--- src/rtl/bmc_pkg.sv ---
`timescale 1ns/1ps
package bmc_pkg;

   // Width of each narrow piece
   typedef enum logic {
      BUS_WORD = 1'b0,
      BUS_BYTE = 1'b1
   } bus_size_e;

   // Which end of the wide word crosses the narrow bus first
   typedef enum logic {
      ORDER_MSB_FIRST = 1'b0,
      ORDER_LSB_FIRST = 1'b1
   } order_e;

   typedef struct packed {
      bus_size_e size;
      order_e    order;
   } bmc_cfg_t;

endpackage

--- src/rtl/bmc_cfg.sv ---
`timescale 1ns/1ps
module bmc_cfg
   import bmc_pkg::*;
(
   input  logic     clk,
   input  logic     rst,
   input  logic     size_in,
   input  logic     order_in,
   output bmc_cfg_t cfg_q
);

   // The selects are taken only while reset is high
   always_ff @(posedge clk) begin
      if (rst) begin
         cfg_q.size  <= bus_size_e'(size_in);
         cfg_q.order <= order_e'(order_in);
      end
   end

   // the captured configuration never moves outside reset
   a_r8_cfg_frozen: assert property (@(posedge clk) disable iff (rst)
      1'b1 |=> $stable(cfg_q));

endmodule

--- src/rtl/bmc_order.sv ---
`timescale 1ns/1ps
module bmc_order
   import bmc_pkg::*;
#(
   parameter int LANES   = 4,
   parameter int WPIECES = 2,
   parameter int CW      = 2
)(
   input  bmc_cfg_t        cfg,
   input  logic [CW-1:0]   cnt,
   output logic [CW-1:0]   slot,
   output logic [CW-1:0]   last_cnt,
   output logic            is_last
);

   // Number of pieces per word, minus one, for the captured size
   assign last_cnt = (cfg.size == BUS_BYTE) ? CW'(LANES - 1) : CW'(WPIECES - 1);
   assign is_last  = (cnt == last_cnt);

   // Map the piece's arrival index to its position in the wide word
   assign slot = (cfg.order == ORDER_LSB_FIRST) ? cnt : (last_cnt - cnt);

endmodule

--- src/rtl/bmc_pack.sv ---
`timescale 1ns/1ps
module bmc_pack
   import bmc_pkg::*;
#(
   parameter int WIDE_W   = 36,
   parameter int NARROW_W = 18,
   parameter int BYTE_W   = 9,
   parameter int LANES    = 4,
   parameter int WPIECES  = 2,
   parameter int RATIO    = 2,
   parameter int CW       = 2
)(
   input  logic                clk,
   input  logic                rst,
   input  bmc_cfg_t            cfg,
   input  logic                in_valid,
   output logic                in_ready,
   input  logic [NARROW_W-1:0] in_data,
   output logic                out_valid,
   input  logic                out_ready,
   output logic [WIDE_W-1:0]   out_data
);

   logic [CW-1:0]     cnt;
   logic [CW-1:0]     slot;
   logic [CW-1:0]     last_cnt;
   logic              is_last;
   logic              full;
   logic              take;
   logic [WIDE_W-1:0] acc;

   bmc_order #(.LANES(LANES), .WPIECES(WPIECES), .CW(CW)) u_order (
      .cfg      (cfg),
      .cnt      (cnt),
      .slot     (slot),
      .last_cnt (last_cnt),
      .is_last  (is_last)
   );

   // A new piece may enter while the finished word leaves in the same cycle
   assign in_ready  = !full || out_ready;
   assign take      = in_valid && in_ready;
   assign out_valid = full;
   assign out_data  = acc;

   // One register per 9-bit lane; a lane picks its source from the mode
   for (genvar b = 0; b < LANES; b++) begin : g_lane
      localparam int WSLOT = b / RATIO;
      localparam int SUB   = b % RATIO;
      logic              hit;
      logic [BYTE_W-1:0] src;
      logic [BYTE_W-1:0] q;

      always_comb begin
         if (cfg.size == BUS_BYTE) begin
            hit = (slot == CW'(b));
            src = in_data[BYTE_W-1:0];
         end else begin
            hit = (slot == CW'(WSLOT));
            src = in_data[SUB*BYTE_W +: BYTE_W];
         end
      end

      always_ff @(posedge clk) begin
         if (take && hit) q <= src;
      end

      assign acc[b*BYTE_W +: BYTE_W] = q;
   end

   always_ff @(posedge clk) begin
      if (rst) begin
         cnt  <= '0;
         full <= 1'b0;
      end else begin
         if (full && out_ready) full <= 1'b0;
         if (take) begin
            if (is_last) begin
               cnt  <= '0;
               full <= 1'b1;
            end else begin
               cnt  <= cnt + 1'b1;
            end
         end
      end
   end

   // a waiting word stays put until the FIFO takes it
   a_r4_hold_word: assert property (@(posedge clk) disable iff (rst)
      out_valid && !out_ready |=> out_valid && $stable(out_data));

   // a word appears only right after a narrow piece was accepted
   a_r4_write_after_piece: assert property (@(posedge clk) disable iff (rst)
      $rose(out_valid) |-> $past(in_valid && in_ready));

   // piece count never passes the mode's piece count
   a_r3_cnt_range: assert property (@(posedge clk) disable iff (rst)
      cnt <= last_cnt);

endmodule

--- src/rtl/bmc_unpack.sv ---
`timescale 1ns/1ps
module bmc_unpack
   import bmc_pkg::*;
#(
   parameter int WIDE_W   = 36,
   parameter int NARROW_W = 18,
   parameter int BYTE_W   = 9,
   parameter int LANES    = 4,
   parameter int WPIECES  = 2,
   parameter int CW       = 2
)(
   input  logic                clk,
   input  logic                rst,
   input  bmc_cfg_t            cfg,
   input  logic                in_valid,
   output logic                in_ready,
   input  logic [WIDE_W-1:0]   in_data,
   output logic                out_valid,
   input  logic                out_ready,
   output logic [NARROW_W-1:0] out_data
);

   logic [CW-1:0]       cnt;
   logic [CW-1:0]       slot;
   logic [CW-1:0]       last_cnt;
   logic                is_last;
   logic                have;
   logic                send;
   logic                pop;
   logic [WIDE_W-1:0]   hold;
   logic [BYTE_W-1:0]   sel_b;
   logic [NARROW_W-1:0] sel_w;

   bmc_order #(.LANES(LANES), .WPIECES(WPIECES), .CW(CW)) u_order (
      .cfg      (cfg),
      .cnt      (cnt),
      .slot     (slot),
      .last_cnt (last_cnt),
      .is_last  (is_last)
   );

   // Pull a word only when the next piece to send is a first piece
   assign in_ready  = !have || (out_ready && is_last);
   assign pop       = in_valid && in_ready;
   assign send      = have && out_ready;
   assign out_valid = have;

   always_comb begin
      sel_b = '0;
      sel_w = '0;
      for (int i = 0; i < LANES; i++) begin
         if (slot == CW'(i)) sel_b = hold[i*BYTE_W +: BYTE_W];
      end
      for (int i = 0; i < WPIECES; i++) begin
         if (slot == CW'(i)) sel_w = hold[i*NARROW_W +: NARROW_W];
      end
   end

   assign out_data = (cfg.size == BUS_BYTE)
                     ? {{(NARROW_W-BYTE_W){1'b0}}, sel_b}
                     : sel_w;

   always_ff @(posedge clk) begin
      if (pop) hold <= in_data;
   end

   always_ff @(posedge clk) begin
      if (rst) begin
         cnt  <= '0;
         have <= 1'b0;
      end else begin
         if (send) begin
            if (is_last) begin
               cnt  <= '0;
               have <= 1'b0;
            end else begin
               cnt  <= cnt + 1'b1;
            end
         end
         if (pop) have <= 1'b1;
      end
   end

   // a stalled piece does not change
   a_r7_stall_stable: assert property (@(posedge clk) disable iff (rst)
      out_valid && !out_ready |=> out_valid && $stable(out_data));

   // no FIFO pop while a word still has unsent pieces beyond this one
   a_r7_no_midword_pop: assert property (@(posedge clk) disable iff (rst)
      have && !is_last |-> !in_ready);

   // piece count stays inside the mode's range
   a_r6_cnt_range: assert property (@(posedge clk) disable iff (rst)
      cnt <= last_cnt);

endmodule

--- src/rtl/bus_match_conv.sv ---
`timescale 1ns/1ps
module bus_match_conv
   import bmc_pkg::*;
#(
   parameter int WIDE_W   = 36,
   parameter int NARROW_W = 18,
   parameter int BYTE_W   = 9
)(
   input  logic                clk,
   input  logic                rst,
   input  logic                cfg_byte_mode,
   input  logic                cfg_lsb_first,
   input  logic                rx_valid,
   output logic                rx_ready,
   input  logic [NARROW_W-1:0] rx_data,
   output logic                fw_valid,
   input  logic                fw_ready,
   output logic [WIDE_W-1:0]   fw_data,
   input  logic                fr_valid,
   output logic                fr_ready,
   input  logic [WIDE_W-1:0]   fr_data,
   output logic                tx_valid,
   input  logic                tx_ready,
   output logic [NARROW_W-1:0] tx_data
);

   localparam int WPIECES = WIDE_W / NARROW_W;
   localparam int RATIO   = NARROW_W / BYTE_W;
   localparam int LANES   = WIDE_W / BYTE_W;
   localparam int CW      = (LANES > 1) ? $clog2(LANES) : 1;

   // Elaboration-time parameter checks
   if (WIDE_W % NARROW_W != 0) begin : g_bad_wide
      $error("WIDE_W must be a multiple of NARROW_W");
   end
   if (NARROW_W != RATIO * BYTE_W) begin : g_bad_byte
      $error("NARROW_W must be a multiple of BYTE_W");
   end
   if (WPIECES < 2) begin : g_bad_pieces
      $error("WIDE_W must hold at least two narrow pieces");
   end

   bmc_cfg_t cfg;

   bmc_cfg u_cfg (
      .clk      (clk),
      .rst      (rst),
      .size_in  (cfg_byte_mode),
      .order_in (cfg_lsb_first),
      .cfg_q    (cfg)
   );

   bmc_pack #(
      .WIDE_W(WIDE_W), .NARROW_W(NARROW_W), .BYTE_W(BYTE_W),
      .LANES(LANES), .WPIECES(WPIECES), .RATIO(RATIO), .CW(CW)
   ) u_pack (
      .clk       (clk),
      .rst       (rst),
      .cfg       (cfg),
      .in_valid  (rx_valid),
      .in_ready  (rx_ready),
      .in_data   (rx_data),
      .out_valid (fw_valid),
      .out_ready (fw_ready),
      .out_data  (fw_data)
   );

   bmc_unpack #(
      .WIDE_W(WIDE_W), .NARROW_W(NARROW_W), .BYTE_W(BYTE_W),
      .LANES(LANES), .WPIECES(WPIECES), .CW(CW)
   ) u_unpack (
      .clk       (clk),
      .rst       (rst),
      .cfg       (cfg),
      .in_valid  (fr_valid),
      .in_ready  (fr_ready),
      .in_data   (fr_data),
      .out_valid (tx_valid),
      .out_ready (tx_ready),
      .out_data  (tx_data)
   );

endmodule

--- config.mk ---
export PLATFORM = sky130hd
export DESIGN_NAME = bus_match_conv
export DESIGN_NICKNAME = d
export VERILOG_FILES = /design/src/rtl/bmc_pkg.sv /design/src/rtl/bmc_cfg.sv /design/src/rtl/bmc_order.sv /design/src/rtl/bmc_pack.sv /design/src/rtl/bmc_unpack.sv /design/src/rtl/bus_match_conv.sv
export SDC_FILE = /design/constraint.sdc
export NUM_CORES = 1
export LEC_CHECK = 0
export ABC_CLOCK_PERIOD_IN_PS = 4200
export BUFFER_PORTS_ARGS = -buffer_cell sky130_fd_sc_hd__buf_2
export CORE_UTILIZATION = 49
export CTS_CLUSTER_DIAMETER = 40
export CTS_CLUSTER_SIZE = 20
export DETAILED_ROUTE_END_ITERATION = 8
export GPL_ROUTABILITY_DRIVEN = 0
export HOLD_SLACK_MARGIN = 0.05
export PLACE_DENSITY = 0.89
export REMOVE_ABC_BUFFERS = 1
export SLEW_MARGIN = 10
export SYNTH_ARGS = -nofsm -noshare
export SYNTH_HDL_FRONTEND = slang
export SYNTH_HIERARCHICAL = 1
export SYNTH_SLANG_ARGS = --single-unit
--- constraint.sdc ---
create_clock -name clk -period 4.2 [get_ports clk]
set_input_delay 0.42 -clock clk [delete_from_list [all_inputs] [get_ports clk]]
set_output_delay 0.42 -clock clk [all_outputs]
set_load 0.01 [all_outputs]
==> results of run 1 <==
## area by class of cell
| cell class | instances | area [um^2] |
|---|---|---|
| clock buffer | 11 | 131 |
| clock inverter | 5 | 47.5 |
| fill | 490 | 2280 |
| inverter | 2 | 7.51 |
| multi-input combinational | 118 | 887 |
| sequential | 80 | 2340 |
| tap | 77 | 96.3 |
| timing repair buffer | 123 | 626 |
## worst max path at each step
stage                            endpoint  slack, ps  cells past startpoint
floorplan                u_unpack/hold[0]        950                      4
global placement               tx_data[5]       1530                      7
detailed placement  u_pack/g_lane[3].q[1]       1360                      5
CTS                            tx_data[8]       1010                      7
global route                   tx_data[8]        910                      7
finish                         tx_data[8]       1090                      7
## power by group through the flow
stage / combinational (mW) / clock (mW) / sequential (mW)
5_1_grt: 0.305 / 0.568 / 0.969
4_1_cts: 0.283 / 0.532 / 0.964
3_5_place_dp: 0.281 / 0 / 0.982
6_report: 0.280 / 0.520 / 0.963
3_3_place_gp: 0.272 / 0 / 0.978
2_1_floorplan: 0.146 / 0 / 0.991
## layout by cell type (no fill, tap or decap), types with 2 or more instances in the layout
cell type,instances
xnor2_2,2
o221ai_1,9
buf_2,119
a21oi_1,12
xnor2_1,5
nand2_1,4
clkinv_2,2
nor2_1,15
nand2b_1,2
dfxtp_1,6
and2_1,3
mux2i_1,19
clkbuf_8,9
nor3_1,2
buf_4,4
mux2_2,9
and2b_1,2
inv_1,2
clkbuf_1,2
edfxtp_1,74
clkinv_1,2
nand3b_1,10
nor2b_1,10
## sequential cells by signal, indices dropped and copies added (netlist names)
| name | count |
|---|---|
| u_unpack/hold | 36 |
| u_unpack/out_valid | 1 |
| u_pack/cnt | 2 |
| u_cfg/cfg_q | 2 |
| u_pack/g_lane.q | 36 |
| u_unpack/cnt | 2 |
| u_pack/out_valid | 1 |
## worst max-delay path, delay by kind of cell (launching register included)
family / cells / cell delay (ps)
XOR/XNOR: 1 / 160
buffers and inverters: 2 / 440
flip-flops: 1 / 910
AO/OA/AOI/OAI: 1 / 90
AND/OR/NAND/NOR: 3 / 750
## per-stage QoR
stage	power, mW	instances	hold slack, ps	util
floorplan	1.14	200	489	-
global placement	1.25	400	537	0.616
detailed placement	1.26	400	542	0.616
CTS	1.78	416	238	0.644
global route	1.84	416	234	0.644
finish	1.76	416	255	0.644
## routing by layer
| metal | GRT usage | routed length [um] | share of wire | up-vias |
|---|---|---|---|---|
| li1 | - | - | - | 1044 |
| met2 | 0.324 | 3510 | 0.52 | 102 |
| met1 | 0.255 | 2740 | 0.41 | 1051 |
| met4 | 0.111 | 172 | 0.026 | 0 |
| met3 | 0.0346 | 322 | 0.048 | 17 |
| met5 | 0 | 0 | 0 | - |
==> flow_summary_export.csv, run 1 <==
group,metric,value,unit
floorplanning,rows,29,
critical_path,rrSetupSlack,1390,ps
power_and_ir_drop,power_density,426,nW/um^2
power_and_ir_drop,seqPwrFrac,0.546,
worst_hold_path,holdPathEnd,"u_unpack/hold[22]",
clock_network,path_clk_slew,80,ps
power_and_ir_drop,power.share.switching,0.245,
worst_hold_path,min_path_cells,1,
timing,setup_viol,0,
outcome,violations,"design-rule violations",
global_route,grt-ovfl-total,0,
synth,synth_area_per_cell,15.7,um^2
floorplanning,initial_core_util,0.512,
global_route,grt_start_max_net_pins,37,
final_layout,fin_nets,396,
power_and_ir_drop,peakVddDrop,270,uV
routing,vias,2214,
timing,min_period_over_period,0.740,
routing,vias_per_cell,5.32,
clock_network,root_buffer,"clkbuf_8",
timing,worst_pin_slew,969,ps
flow_run,max_cap_viol_count,0,
routing,drt_iter0_drc,129,
timing,setup_slack,1090,ps
floorplanning,die_w,83.9,um
routing,wire_per_inst,16.2,um
worst_hold_path,min_path_type,"in -> reg",
floorplanning,die_y,83.9,um
timing,slew_viol_final,0,
power_and_ir_drop,intPower,1.33,mW
routing,drt_first_pass_iters,6,
routing,drt_wl_total,6740,um
power_and_ir_drop,leakagePower,1.66,nW
clock_network,clk_path_buf_depth,2,
global_route,grt_usage,0.200,
global_route,antenna_found_initial,0,
synth,synthCells,209,
floorplanning,fp.coreArea,6420,um^2
critical_path,slowest_stage,"edfxtp_1",
timing,hold_viol,0,
critical_path,reg2reg_depth,5,
final_layout,diodes,0,
critical_path,crit_start,"u_cfg/cfg_q[1]",
final_layout,syn_to_final_growth,25.8,%
critical_path,worst-setup-path-type,"reg -> out",
routing,drc,12,
clock_network,clock_latency,330,ps
clock_network,ctsResizeCount,0,
critical_path,reg2reg_from,"u_cfg/cfg_q[1]",
clock_network,numCtsBuffers,9,
critical_path,worst-endpoint-arrival,2690,ps
timing,rsz0062_at_grt,"no",
final_layout,post_route_cells_drive_above_1_share,0.445,
clock_network,clkSinkCount,80,
timing,skew,8.04,ps
power_and_ir_drop,clock_power_share,0.295,
power_and_ir_drop,p_comb_frac,0.159,
clock_network,cts_tree,"yes",
timing,max_slew_margin,0.353,
place,io_buffer_count,119,
timing,fin_crit,3110,ps
critical_path,worstPathMaxFanout,21,
clock_network,cts-hold-fix-buffers,0,
critical_path,cp-end-kind,"output pin",
critical_path,critPathLaunchType,"flop",
place,pre_cts_slack,1360,ps
synth,synth.cell_area,3290,um^2
final_layout,final_area,4140,um^2
power_and_ir_drop,switching_power,0.432,mW
place,dp_hpwl,4860,um
floorplanning,ios,120,
synth,yosysWarnings,6,
floorplanning,die_area,7050,um^2
outcome,outcome,"complete, but fails checks",
timing,tns,0,ps
clock_network,post_cts_buffers,0,
critical_path,cp_cell_sequence,"nand2b_1, xnor2_2, buf_4, and2_1, nand3b_1, o221ai_1, buf_2",
place,placed_cell_area,3960,um^2
worst_hold_path,min-delay-start,"fr_data[22]",
critical_path,slowest_delay,910,ps
timing,fmax,322,MHz
global_route,grt_pass1_vias,2194,
global_route,grt_pass1_wl,10600,um
critical_path,r2r-end,"u_pack/g_lane[3].q[7]",
clock_network,htreeDepth,3,
critical_path,crit_required,3780,ps
routing,ant_nets,0,
No activity file was read; power rests on OpenSTA's default activity.
==> run 2, diff against run 1 <==
--- a/config.mk
+++ b/config.mk
@@ -5,15 +5,16 @@
 export SDC_FILE = /design/constraint.sdc
 export NUM_CORES = 1
 export LEC_CHECK = 0
-export ABC_CLOCK_PERIOD_IN_PS = 4200
+export ABC_AREA = 1
+export ABC_CLOCK_PERIOD_IN_PS = 2800
 export BUFFER_PORTS_ARGS = -buffer_cell sky130_fd_sc_hd__buf_2
-export CORE_UTILIZATION = 49
+export CORE_UTILIZATION = 45
 export CTS_CLUSTER_DIAMETER = 40
 export CTS_CLUSTER_SIZE = 20
 export DETAILED_ROUTE_END_ITERATION = 8
 export GPL_ROUTABILITY_DRIVEN = 0
 export HOLD_SLACK_MARGIN = 0.05
-export PLACE_DENSITY = 0.89
+export PLACE_DENSITY = 0.86
 export REMOVE_ABC_BUFFERS = 1
 export SLEW_MARGIN = 10
 export SYNTH_ARGS = -nofsm -noshare
==> constraint.sdc (replaced) <==
create_clock -name clk -period 2.8 [get_ports clk]
set_input_delay 0.28 -clock clk [delete_from_list [all_inputs] [get_ports clk]]
set_output_delay 0.28 -clock clk [all_outputs]
set_load 0.01 [all_outputs]
==> run 2 against run 1 <==
Effect of this change: the run now ends clean; critical path depth rose by 3; hold slack worse by 150 ps; global-route usage shrank 0.11 points; final cell count grew 32%; via count increased by 23%; largest cell class unchanged.
==> flow_summary_export.csv, run 2 <==
group,metric,value,unit
outcome,outcome,"complete, no violations",
routing,drt_iter0_drc,205,
clock_network,cts_tree,"yes",
final_layout,nFillCells,624,
place,dp_hpwl,5520,um
timing,min_period_over_period,0.924,
timing,setup_viol,0,
global_route,grt_start_max_net_pins,37,
critical_path,worst-endpoint-arrival,2310,ps
timing,fmax,386,MHz
global_route,antenna_found_initial,0,
critical_path,worst-setup-path-type,"reg -> out",
final_layout,final_cells,549,
worst_hold_path,min_path_type,"in -> reg",
routing,vias,2733,
timing,rsz0062_at_grt,"no",
clock_network,post_cts_buffers,0,
clock_network,ctsResizeCount,0,
critical_path,cp-end-kind,"output pin",
routing,drt_first_pass_iters,4,
clock_network,clk_path_buf_depth,2,
floorplanning,fp.coreArea,7290,um^2
synth,synthCells,320,
timing,tns,0,ps
global_route,grt_pass1_wl,11400,um
power_and_ir_drop,intPower,1.88,mW
floorplanning,initial_core_util,0.468,
routing,wire_per_inst,13.7,um
routing,vias_per_cell,4.98,
floorplanning,die_w,89.1,um
power_and_ir_drop,leakagePower,1.91,nW
clock_network,numCtsBuffers,9,
global_route,grt_pass1_vias,2537,
place,place_inst,534,
timing,fin_crit,2590,ps
clock_network,path_clk_slew,80,ps
critical_path,crit_start,"u_cfg/cfg_q[1]",
clock_network,htreeDepth,3,
power_and_ir_drop,peakVddDrop,285,uV
final_layout,post_route_cells_drive_above_1_share,0.344,
global_route,grt_usage,0.198,
floorplanning,die_area,7930,um^2
clock_network,cts-hold-fix-buffers,0,
flow_run,max_cap_viol_count,0,
critical_path,reg2reg_from,"u_cfg/cfg_q[0]",
final_layout,syn_to_final_growth,25.0,%
routing,drt_wl_total,7530,um
power_and_ir_drop,p_comb_frac,0.175,
routing,ant_nets,0,
synth,synth.cell_area,3410,um^2
global_route,grt-ovfl-total,0,
power_and_ir_drop,seqPwrFrac,0.552,
floorplanning,ios,120,
clock_network,clkSinkCount,80,
power_and_ir_drop,clock_power_share,0.273,
power_and_ir_drop,power_density,609,nW/um^2
power_and_ir_drop,switching_power,0.721,mW
power_and_ir_drop,power.share.switching,0.277,
routing,drc,0,
worst_hold_path,min_path_cells,1,
critical_path,critPathLaunchType,"flop",
timing,hold_viol,0,
synth,yosysWarnings,6,
timing,skew,6.04,ps
final_layout,fin_nets,508,
final_layout,reg.largest.list,"u_pack/g_lane.q (36), u_unpack/hold (36)",
timing,worst_pin_slew,814,ps
critical_path,reg2reg_depth,5,
final_layout,diodes,0,
timing,slew_viol_final,0,
final_layout,layout_common_cells,"nand2_1, buf_2, edfxtp_1, nor2_1, nand3_1",
critical_path,crit_required,2520,ps
synth,synth_area_per_cell,10.7,um^2
critical_path,worstPathMaxFanout,18,
clock_network,root_buffer,"clkbuf_8",
timing,max_slew_margin,0.455,
floorplanning,rows,31,
worst_hold_path,min-delay-start,"fr_data[13]",
final_layout,layout_commonest_cell,"nand2_1",
clock_network,clock_latency,350,ps
floorplanning,die_y,89.1,um
place,io_buffer_count,119,
run 2: cell count changes in the layout (fill, tap and decap cells not counted), sizes merged, moves of 5 or more:
cell / change
nand2: +121
mux2i: -19
nand3b: -10
nor2: +9
a21oi: +5
nor2b: -11
mux2: -9
nand3: +20
o221ai: -9
xnor2: -5
inv: +22
o21ai: +10
run 2: critical path, stage by stage (launching register included):
cell,delay [ps]
edfxtp_1,380
buf_4,200
nand2_1,110
nand3_1,110
nand2_2,190
nor2_4,400
nand2_1,160
nand3_1,130
nand2_1,70
nand2_1,80
buf_2,130
run 2: power by group through the flow:
stage	clock network, mW	registers [mW]	logic, mW
3_3_place_gp	0	1.46	0.435
5_1_grt	0.766	1.44	0.506
6_report	0.708	1.43	0.456
2_1_floorplan	0	1.48	0.233
4_1_cts	0.724	1.43	0.454
3_5_place_dp	0	1.46	0.452
run 2: area by class of cell:
cell class / instances / area [um^2] / area share
Sequential cell: 80 / 2340 / 0.549
Multi-Input combinational cell: 207 / 913 / 0.214
Timing Repair Buffer: 124 / 633 / 0.148
Clock buffer: 9 / 124 / 0.0290
Tap cell: 99 / 124 / 0.0290
Inverter: 24 / 90.1 / 0.0211
Clock inverter: 6 / 37.5 / 0.00880
run 2: metal layers:
| metal | share of wire | global-route usage | vias up |
|---|---|---|---|
| met1 | 0.41 | 0.240 | 1244 |
| met4 | 0.031 | 0.107 | 0 |
| met2 | 0.48 | 0.324 | 153 |
| li1 | - | - | 1315 |
| met3 | 0.076 | 0.0563 | 21 |
| met5 | 0 | 0 | - |
run 2: final timing paths:
| check | end | slack (ps) |
|---|---|---|
| setup reg to reg | u_pack/g_lane[3].q[3] | 580 |
| setup / recovery | tx_data[3] | 210 |
| hold / removal | u_unpack/hold[13] | 100 |
| hold reg to reg | u_pack/cnt[0] | 520 |
run 2: per-stage QoR:
step           total power, mW   util  hold slack, ps  cell area [um^2]  setup slack, ps
2_1_floorplan             1.71      -             342              3330             -561
3_3_place_gp              1.89  0.562             457              4100              564
3_5_place_dp              1.91  0.562             458              4100              464
4_1_cts                   2.61  0.584            83.4              4260             73.9
5_1_grt                   2.71  0.585            77.7              4260             41.3
6_report                  2.60  0.585             103              4260              212
==> run 3, diff against run 2 <==
--- a/config.mk
+++ b/config.mk
@@ -7,14 +7,14 @@
 export LEC_CHECK = 0
 export ABC_AREA = 1
 export ABC_CLOCK_PERIOD_IN_PS = 2800
-export BUFFER_PORTS_ARGS = -buffer_cell sky130_fd_sc_hd__buf_2
-export CORE_UTILIZATION = 45
+export CORE_UTILIZATION = 55
 export CTS_CLUSTER_DIAMETER = 40
 export CTS_CLUSTER_SIZE = 20
 export DETAILED_ROUTE_END_ITERATION = 8
+export DONT_BUFFER_PORTS = 1
 export GPL_ROUTABILITY_DRIVEN = 0
 export HOLD_SLACK_MARGIN = 0.05
-export PLACE_DENSITY = 0.86
+export PLACE_DENSITY = 0.83
 export REMOVE_ABC_BUFFERS = 1
 export SLEW_MARGIN = 10
 export SYNTH_ARGS = -nofsm -noshare
==> run 3 against run 2 <==
Effect of this change: fmax shrank 3.9%; highest routed layer unchanged; critical path depth shrank 4; sequential cell count is the same; largest power group unchanged; sequential power is essentially flat; final cell count shrank 16%; utilization grew 13 points; routed wire length grew 14%; clock power grew 44%; die area shrank 18%; global-route usage grew 6.3 points.
==> flow_summary_export.csv, run 3 (synthesized netlist as in run 2, its figures left out) <==
group,metric,value,unit
outcome,outcome,"complete, no violations",
floorplanning,die_w,80.8,um
clock_network,root_buffer,"clkbuf_8",
floorplanning,rows,28,
final_layout,post_route_cells_drive_above_1_share,0.109,
global_route,grt_start_max_net_pins,37,
power_and_ir_drop,leakagePower,1.70,nW
final_layout,regArea,2340,um^2
power_and_ir_drop,switching_power,0.752,mW
timing,whs,82.6,ps
power_and_ir_drop,intPower,2.14,mW
routing,vias,2665,
power_and_ir_drop,power_density,683,nW/um^2
routing,drt_first_pass_iters,5,
place,place_inst,395,
flow_run,max_cap_viol_count,0,
timing,worst_pin_slew,635,ps
timing,fmax,371,MHz
worst_hold_path,min_path_type,"in -> reg",
place,placed_cell_area,3510,um^2
worst_hold_path,min_path_cells,2,
floorplanning,ios,120,
timing,max_slew_margin,0.575,
clock_network,clkSinkCount,80,
worst_hold_path,holdPathEnd,"u_pack/out_valid",
power_and_ir_drop,peakVddDrop,412,uV
global_route,grt_pass1_vias,2585,
critical_path,crit_required,2520,ps
routing,drt_wl_total,8560,um
critical_path,rrSetupSlack,720,ps
clock_network,clock_latency,340,ps
floorplanning,die_y,80.8,um
timing,rsz0062_at_grt,"no",
global_route,grt_usage,0.262,
clock_network,path_clk_slew,80,ps
clock_network,cts_tree,"yes",
final_layout,nFillCells,405,
clock_network,clk_path_buf_depth,2,
place,io_buffer_count,0,
worst_hold_path,min-delay-start,"rx_valid",
floorplanning,initial_core_util,0.573,
place,dp_hpwl,5330,um
timing,slew_viol_final,0,
final_layout,diodes,0,
final_layout,final_cells,459,
routing,drt_iter0_drc,301,
clock_network,numCtsBuffers,9,
critical_path,reg2reg_depth,7,
floorplanning,die_area,6520,um^2
power_and_ir_drop,p_comb_frac,0.140,
timing,hold_viol,0,
routing,drc,0,
critical_path,worstPathMaxFanout,11,
critical_path,slowest_delay,580,ps
global_route,grt_pass1_wl,12500,um
timing,tns,0,ps
critical_path,cp_cell_sequence,"xnor2_2, nand2_1, nor2_1, nor2_1, nand2_1, nand2_1",
critical_path,crit_top_cell,"nand2_1",
final_layout,layout_common_cells,"nand2_1, edfxtp_1, dlygate4sd3_1, nor2_1, nand3_1",
critical_path,slowest_stage,"xnor2_2",
global_route,antenna_found_initial,0,
power_and_ir_drop,clock_power_share,0.354,
final_layout,syn_to_final_growth,24.3,%
final_layout,layout_commonest_cell,"nand2_1",
critical_path,critPathLaunchType,"flop",
timing,skew,10.1,ps
final_layout,fin_nets,441,
routing,ant_nets,0,
final_layout,reg.largest.list,"u_pack/g_lane.q (36), u_unpack/hold (36)",
timing,setup_viol,0,
timing,min_period_over_period,0.962,
clock_network,htreeDepth,3,
floorplanning,fp.coreArea,5960,um^2
critical_path,reg2reg_from,"u_cfg/cfg_q[1]",
critical_path,cp-end-kind,"output pin",
timing,fin_crit,2690,ps
routing,wire_per_inst,18.6,um
final_layout,final_area,4240,um^2
critical_path,worst-endpoint-arrival,2410,ps
routing,vias_per_cell,5.81,
clock_network,post_cts_buffers,0,
global_route,grt-ovfl-total,0,
final_layout,final_core_util,0.712,
power_and_ir_drop,power.share.switching,0.260,
critical_path,r2r-end,"u_pack/g_lane[1].q[1]",
final_layout,multi_input_area,921,um^2
power_and_ir_drop,seqPwrFrac,0.506,
critical_path,worst-setup-path-type,"reg -> out",
run 3: cell count changes in the layout (fill, tap and decap cells not counted):
cell	before	now
buf_2	119	0
inv_6	0	1
buf_4	5	9
clkinv_4	1	2
clkinvlp_4	2	0
clkbuf_1	0	1
dlygate4sd3_1	0	48
bufinv_16	0	3
xnor2_1	2	1
xnor2_2	0	1
clkinv_2	2	0
clkinv_1	1	0
run 3: power groups by stage:
stage	logic [mW]	registers [mW]	clock network, mW
2_1_floorplan	0.233	1.48	0
3_3_place_gp	0.311	1.49	0
3_5_place_dp	0.327	1.49	0
4_1_cts	0.390	1.46	1.03
5_1_grt	0.435	1.47	1.08
6_report	0.406	1.46	1.02
run 3: worst max-delay path by stage:
| stage | from | to | depth (start not counted) |
|---|---|---|---|
| after global placement | u_cfg/cfg_q[0] | tx_data[5] | 6 |
| after floorplan | u_cfg/cfg_q[1] | u_unpack/hold[0] | 4 |
| after detailed placement | u_cfg/cfg_q[0] | tx_data[5] | 6 |
| final | u_cfg/cfg_q[0] | tx_data[2] | 6 |
| after global routing | u_cfg/cfg_q[0] | tx_data[2] | 6 |
| after CTS | u_cfg/cfg_q[0] | tx_data[3] | 6 |
run 3: area by class of cell:
| cell class | count | share of cell area |
|---|---|---|
| flip-flops and latches | 80 | 0.553 |
| multi-input cells | 207 | 0.217 |
| repair buffers | 57 | 0.129 |
| clock buffers | 10 | 0.0301 |
| clock inverters | 6 | 0.0274 |
| well taps | 75 | 0.0221 |
| inverters | 24 | 0.0213 |
run 3: per-layer routing:
| layer | track usage | part of all wire | vias to the layer above | wire (um) |
|---|---|---|---|---|
| met5 | 0 | 0 | - | 0 |
| met4 | 0.130 | 0.036 | 0 | 309 |
| met3 | 0.0730 | 0.090 | 33 | 770 |
| met2 | 0.454 | 0.52 | 203 | 4490 |
| met1 | 0.295 | 0.35 | 1238 | 2990 |
| li1 | - | - | 1191 | - |
run 3: worst max-delay path, delay by kind of cell, from the launching register on:
| family | cells | cell delay [ps] |
|---|---|---|
| xor+xnor | 1 | 580 |
| simple gates | 5 | 980 |
| flops | 1 | 510 |
run 3: repair_timing:
item | CTS | global route
setup endpoints to repair | 0 | 1
hold buffers | 48 | 0
resized for setup | 0 | 1
endpoints found under the hold margin | 61 | 0
run 3: metrics by stage:
step,worst slack (ps),power [mW]
finish,107,2.89
global route,2.62,2.99
CTS,211,2.88
detailed placement,612,1.82
global placement,677,1.80
floorplan,-561,1.71
